$ cat src/rtl/dualbank_clkdiv.sv
module dualbank_clkdiv #(
  parameter int A_COPIES = 4,
  parameter int B_COPIES = 3,
  parameter int CW       = 4
) (
  input  logic                clk_src,
  input  logic                rst,
  input  logic [2:0]          ratio_code,
  input  logic                pll_bypass,
  output logic [A_COPIES-1:0] bank_a,
  output logic [B_COPIES-1:0] bank_b,
  output logic                fb_clk,
  output logic                coin_strobe
);

  logic [2:0]    code_q;
  logic          byp_q;
  logic [CW-1:0] fast_n, slow_n, frame_n, na, nb;
  logic [CW-1:0] pa, pb, pf;
  logic          qa, qb, qf, strobe;

  always_ff @(posedge clk_src)
    if (rst) begin
      code_q <= ratio_code;
      byp_q  <= pll_bypass;
    end

  always_comb begin
    fast_n = CW'(2);
    case (code_q[1:0])
      2'd0:    begin slow_n = CW'(4); frame_n = CW'(4);  end
      2'd1:    begin slow_n = CW'(6); frame_n = CW'(6);  end
      2'd2:    begin slow_n = CW'(3); frame_n = CW'(6);  end
      default: begin slow_n = CW'(5); frame_n = CW'(10); end
    endcase
  end

  assign na = code_q[2] ? slow_n : fast_n;
  assign nb = code_q[2] ? fast_n : slow_n;

  always_ff @(posedge clk_src or posedge rst)
    if (rst) begin
      pa <= '0; pb <= '0; pf <= '0;
      qa <= 1'b0; qb <= 1'b0; qf <= 1'b0; strobe <= 1'b0;
    end else begin
      pa     <= (pa == na - 1'b1) ? '0 : pa + 1'b1;
      pb     <= (pb == nb - 1'b1) ? '0 : pb + 1'b1;
      pf     <= (pf == frame_n - 1'b1) ? '0 : pf + 1'b1;
      qa     <= pa < (na >> 1);
      qb     <= pb < (nb >> 1);
      qf     <= !byp_q && (pf < (frame_n >> 1));
      strobe <= (pa == '0) && (pb == '0);
    end

  assign bank_a      = {A_COPIES{qa}};
  assign bank_b      = {B_COPIES{qb}};
  assign fb_clk      = qf;
  assign coin_strobe = strobe;

  always @(posedge clk_src)
    if (rst) a_r5_reset_low: assert (bank_a == '0 && bank_b == '0 && !fb_clk && !coin_strobe);

  a_r4_strobe_on_rise: assert property (@(posedge clk_src) disable iff (rst)
    coin_strobe |-> (bank_a[0] && bank_b[0] && !$past(bank_a[0]) && !$past(bank_b[0])));

  a_r4_rise_gives_strobe: assert property (@(posedge clk_src) disable iff (rst)
    ($rose(bank_a[0]) && $rose(bank_b[0])) |-> coin_strobe);

  a_r4_strobe_single: assert property (@(posedge clk_src) disable iff (rst)
    coin_strobe |=> !coin_strobe);

  a_r8_fb_on_frame: assert property (@(posedge clk_src) disable iff (rst)
    $rose(fb_clk) |-> coin_strobe);

  a_r8_fb_bypass_low: assert property (@(posedge clk_src) disable iff (rst)
    byp_q |-> !fb_clk);

  a_r7_code_held: assert property (@(posedge clk_src) disable iff (rst)
    $stable(code_q) && $stable(byp_q));

endmodule

$ cat config.mk
export PLATFORM = sky130hd
export DESIGN_NAME = dualbank_clkdiv
export DESIGN_NICKNAME = d
export VERILOG_FILES = /design/src/rtl/dualbank_clkdiv.sv
export SDC_FILE = /design/constraint.sdc
export NUM_CORES = 1
export LEC_CHECK = 0
export BUFFER_PORTS_ARGS = -buffer_cell sky130_fd_sc_hd__buf_2
export CORE_MARGIN = 2
export CORE_UTILIZATION = 60
export CTS_CLUSTER_SIZE = 10
export DETAILED_ROUTE_END_ITERATION = 6
export MAX_ROUTING_LAYER = met4
export PLACE_DENSITY_LB_ADDON = 0.2
export SYNTH_ARGS = -nofsm -noshare
export SYNTH_HDL_FRONTEND = slang
export SYNTH_SLANG_ARGS = --single-unit
$ cat constraint.sdc
create_clock -name clk_src -period 5.9 [get_ports clk_src]
set_clock_uncertainty 0.1 [all_clocks]
set_input_delay 1.77 -clock clk_src [delete_from_list [all_inputs] [get_ports clk_src]]
set_output_delay 1.77 -clock clk_src [all_outputs]
set_load 0.05 [all_outputs]
# ---- Word-level counts from Yosys, hierarchy flattened
# Cells that the tools add are included.
dict set report word_totals {
  reg_bits 20
  inputBits 6
  out_inout_bits 9
  word_cells 37
}
dict set report classes {
  n_addsub 6
  magnitude_cmp 3
  n_eq_ne 5
  muxes 7
  n_reduce_logical 7
}
# op count
set op_table {}
lappend op_table {{$mux 4} 5}
lappend op_table {{$add 4x1->4 const B} 3}
lappend op_table {{$eq 4x4->1} 3}
lappend op_table {{$lt 4x3->1} 3}
lappend op_table {{$sub 4x1->4 const B} 3}
lappend op_table {{$pmux 3 s3} 1}
lappend op_table {{$logic_not 4->1} 2}
lappend op_table {{$pmux 4 s2} 1}
lappend op_table {{$eq 2x1->1 const B} 1}
lappend op_table {{$eq 2x2->1 const B} 1}
lappend op_table {{$logic_and 1x1->1} 2}
lappend op_table {{$logic_not 2->1} 1}
lappend op_table {{$reduce_or 2->1} 1}
lappend op_table {{$logic_not 1->1} 1}

# ---- Logic depth before layout (Yosys ltp)
dict set report logic_depth {
  ltp_word 6
  depth_mapped 7
  ltp_nobuf 7
}

# ---- Worst setup path after synthesis
# OpenSTA, ideal clock, no wires.
dict set report synth_timing {
  kind {reg-to-output}
  from {register strobe, in the netlist coin_strobe}
  to {output coin_strobe}
  arrival_time_ps 586
  required_ps 4030
  path_slack_ps 3444
  path_stages_with_launch 1
  n_path_buf 0
  cell_sequence {dfrtp_1}
}
# item line
set synth_lines {}
lappend synth_lines {{from (decl)} 20} ;# logic qa, qb, qf, strobe;
lappend synth_lines {{from (signal assigned)} 52} ;# strobe <= (pa == '0) && (pb == '0);
lappend synth_lines {{to (decl)} 13} ;# output logic coin_strobe
# No word-level cell between the ends.

# ---- Worst setup path in the final report
dict set report layout_timing {
  from {register qa}
  to {output bank_a[3]}
}
# item line
set layout_lines {}
lappend layout_lines {{from (decl)} 20}
lappend layout_lines {{from (signal assigned)} 49} ;# qa <= pa < (na >> 1);
lappend layout_lines {{to (decl)} 10} ;# output logic [A_COPIES-1:0] bank_a,
# No word-level cell between the ends.

==> impl_metrics.json <==
{
  "max-cap-violations": 0,
  "die_w_um": 51.8,
  "dp_hpwl_mm": 1.74,
  "synth_warnings": 0,
  "dieArea_um2": 2680,
  "worst_pin_slew_ns": 0.605,
  "synth_top_area_cell": "dfrtp_1",
  "clock_sinks": 20,
  "wire_per_inst_um": 14.3,
  "synth_cell_types": 41,
  "hold_violations": 0,
  "drtAntennaViolNets": 0,
  "place_congestion": 0.868,
  "cts_root_buf": "clkbuf_4",
  "maxSlewViolCount": 0,
  "post_cts_buffers": 0,
  "coreArea_um2": 2190,
  "final_nets": 163,
  "cts_buffers": 3,
  "relSlewSlack_pct": 59.6,
  "hold_class": "flop to flop",
  "endpoint": "bank_a[3]",
  "antenna_cells": 0,
  "num_vias": 1042,
  "max_freq_ghz": 0.354,
  "die_h_um": 51.8,
  "start_util_pct": 62.5,
  "dr.pass1.iters": 4,
  "rsz0062_at_grt": "false",
  "htree_levels": 1,
  "reg2reg_from": "code_q[1]",
  "boundaryPins": 15,
  "finalCriticalPeriod_ns": 2.83,
  "rrSetupSlack_ns": 3.66,
  "grt_pass1_wl_mm": 4.06,
  "power_density_nw_per_um2": 506,
  "crit_slowest_cell": "dfrtp_1",
  "row_count": 17,
  "overflow": 0,
  "antenna_found_initial": 0,
  "cp_max_fo": 4,
  "crit_buf_inv": 1,
  "setup_viol": 0,
  "drive_gt1_share_pct": 14.7,
  "cpPeakStageDelay_ns": 0.38,
  "peakVddDrop_mv": 0.276,
  "critPathKind": "flop to output port",
  "max-clock-path-buffers": 2,
  "cts_tree": "yes",
  "cp.arrival_ns": 0.96,
  "cp.required_ns": 4.03,
  "cts_resized": 0,
  "synthTopCellsByArea": "dfrtp_1, ha_1, edfxtp_1",
  "syn_area_um2": 1370,
  "yosysSeqAreaShare_pct": 38.0,
  "status": "finished clean",
  "cts_hold_buf": 0,
  "synth_cells": 136,
  "synth_top_area_share_pct": 29.3,
  "placed_cells": 167,
  "port_buffers": 14,
  "crit_start": "qa",
  "synth_seq_cells": 20,
  "insertion_delay_ns": 0.31,
  "totalWireLength_mm": 2.44,
  "fin_tns_setup_ns": 0,
  "reg2reg_depth": 6,
  "period_share_pct": 47.9,
  "grt_max_degree": 17,
  "syn_avg_cell_area_um2": 10.1,
  "critPathTopFamily": "flip-flops",
  "area.growth.synth_to_final_pct": 3.66,
  "path_cells": "buf_2",
  "drt_drc_violations_left": 0,
  "critical_path_cell_count": 1,
  "layout.cells.non_filler": 171,
  "cp-start-kind": "flop",
  "end_kind": "output port",
  "synth_nets": 155,
  "grt_pass1_vias": 934,
  "post_drt_via_cell_ratio": 6.09,
  "p_leak_nw": 0.658,
  "drtIter0Drc": 36,
  "track_usage_pct": 21.2,
  "r2r-end": "pb[2]",
  "clk_pin_slew_ns": 0.12
}
==> synth_stat cells <==
cell type	instances
a21oi_1	5
ha_1	13
buf_2	2
and3b_1	1
nand2_1	5
nor2_1	8
buf_4	8
or4b_1	1
or4_1	2
o311ai_1	1
o21ai_0	3
a2111oi_0	2
edfxtp_1	4
nor3_1	2
xnor2_1	7
nor2b_1	3
dfrtp_1	16
a21boi_1	2
inv_1	12
nand4_1	1
o21a_1	2
nor4b_2	1
or4_4	1
buf_6	1
and2b_1	1
a32oi_1	2
nor4_4	1
nand2b_1	1
nand4b_1	2
nand3_1	7
or3_1	1
nor4_1	1
xor2_1	2
a22o_1	1
nor4b_1	3
mux2i_1	2
o22ai_1	2
a211o_1	3
or2_2	1
a31oi_1	2
a32o_1	1
==> state kept, by name, indices dropped and copies added, names as in the netlist <==
signal / cells
pb: 4
pf: 4
qa: 1
qb: 1
pa: 4
code_q: 3
coin_strobe: 1
byp_q: 1
fb_clk: 1
==> report_power, final <==
group	total (mW)	leakage [nW]	internal, mW	switching (mW)
Sequential	0.271	0.230	0.192	0.0783
Combinational	0.380	0.413	0.152	0.227
Clock	0.0679	0.0154	0.0247	0.0431
==> layer usage <==
| layer | vias to the layer above | wire (um) | GRT usage, % |
|---|---|---|---|
| met1 | 496 | 1080 | 26.4 |
| met2 | 39 | 1190 | 33.3 |
| met5 | - | 0 | - |
| met3 | 8 | 119 | 3.45 |
| met4 | 0 | 51 | 11.0 |
| li1 | 499 | - | - |
==> kinds of logic (layout without fill, tap and decap cells) <==
kind of cell | count (synthesis) | after routing | share of synthesized area [%]
fa+ha+maj | 13 | 13 | 11.9
mux | 2 | 2 | 1.46
buf+inv | 23 | 30 | 9.23
flops | 20 | 20 | 38.0
simple gates | 43 | 43 | 20.2
compound gates | 26 | 26 | 13.4
xor+xnor | 9 | 9 | 5.76
==> worst min-delay path by stage <==
stage | from | to | slack (ns) | cells after the start
6_report | byp_q | fb_clk | 0.34 | 1
4_1_cts | byp_q | fb_clk | 0.34 | 1
2_1_floorplan | byp_q | fb_clk | 0.29 | 1
3_3_place_gp | byp_q | fb_clk | 0.32 | 1
5_1_grt | byp_q | fb_clk | 0.35 | 1
3_5_place_dp | byp_q | fb_clk | 0.32 | 1
==> placed cells by master, fill, tap and decap left out, types with 2 or more instances in the layout <==
master / instances
nand2_1: 5
inv_1: 12
a211o_1: 3
nand4b_1: 2
xor2_1: 2
nor2_1: 8
o21ai_0: 3
o21a_1: 2
ha_1: 13
a21boi_1: 2
a31oi_1: 2
mux2i_1: 2
nor4b_1: 3
or4_1: 2
nor3_1: 2
a2111oi_0: 2
buf_2: 14
a21oi_1: 5
clkbuf_4: 3
o22ai_1: 2
nand3_1: 7
dfrtp_1: 16
edfxtp_1: 4
nor2b_1: 3
xnor2_1: 7
a32oi_1: 2
==> layout make-up <==
cell class / instances / area, um2
fill: 179 / 772
clock inverter: 1 / 3.75
multi-input combinational: 93 / 722
inverter: 12 / 45.0
tap: 28 / 35.0
sequential: 20 / 520
clock buffer: 3 / 22.5
timing repair buffer: 14 / 70.1
==> metrics by stage <==
step	instance area (um2)	setup WS [ns]	hold slack, ns	util, %	power, mW
floorplan	1370	3.44	0.288	-	0.603
global placement	1390	3.43	0.317	63.6	0.634
detailed placement	1390	3.40	0.320	63.6	0.649
CTS	1420	3.06	0.337	64.8	0.722
global route	1420	3.02	0.349	64.8	0.776
finish	1420	3.07	0.337	64.8	0.718
==> worst reg2reg max path: stages, from the launching register on <==
cell and delay [ns]:
edfxtp_1 0.41, inv_1 0.06, ha_1 0.43, nor4_4 0.40, nor4b_1 0.09, or4_1 0.54, a21oi_1 0.14
(Power assumes the default switching activity.)
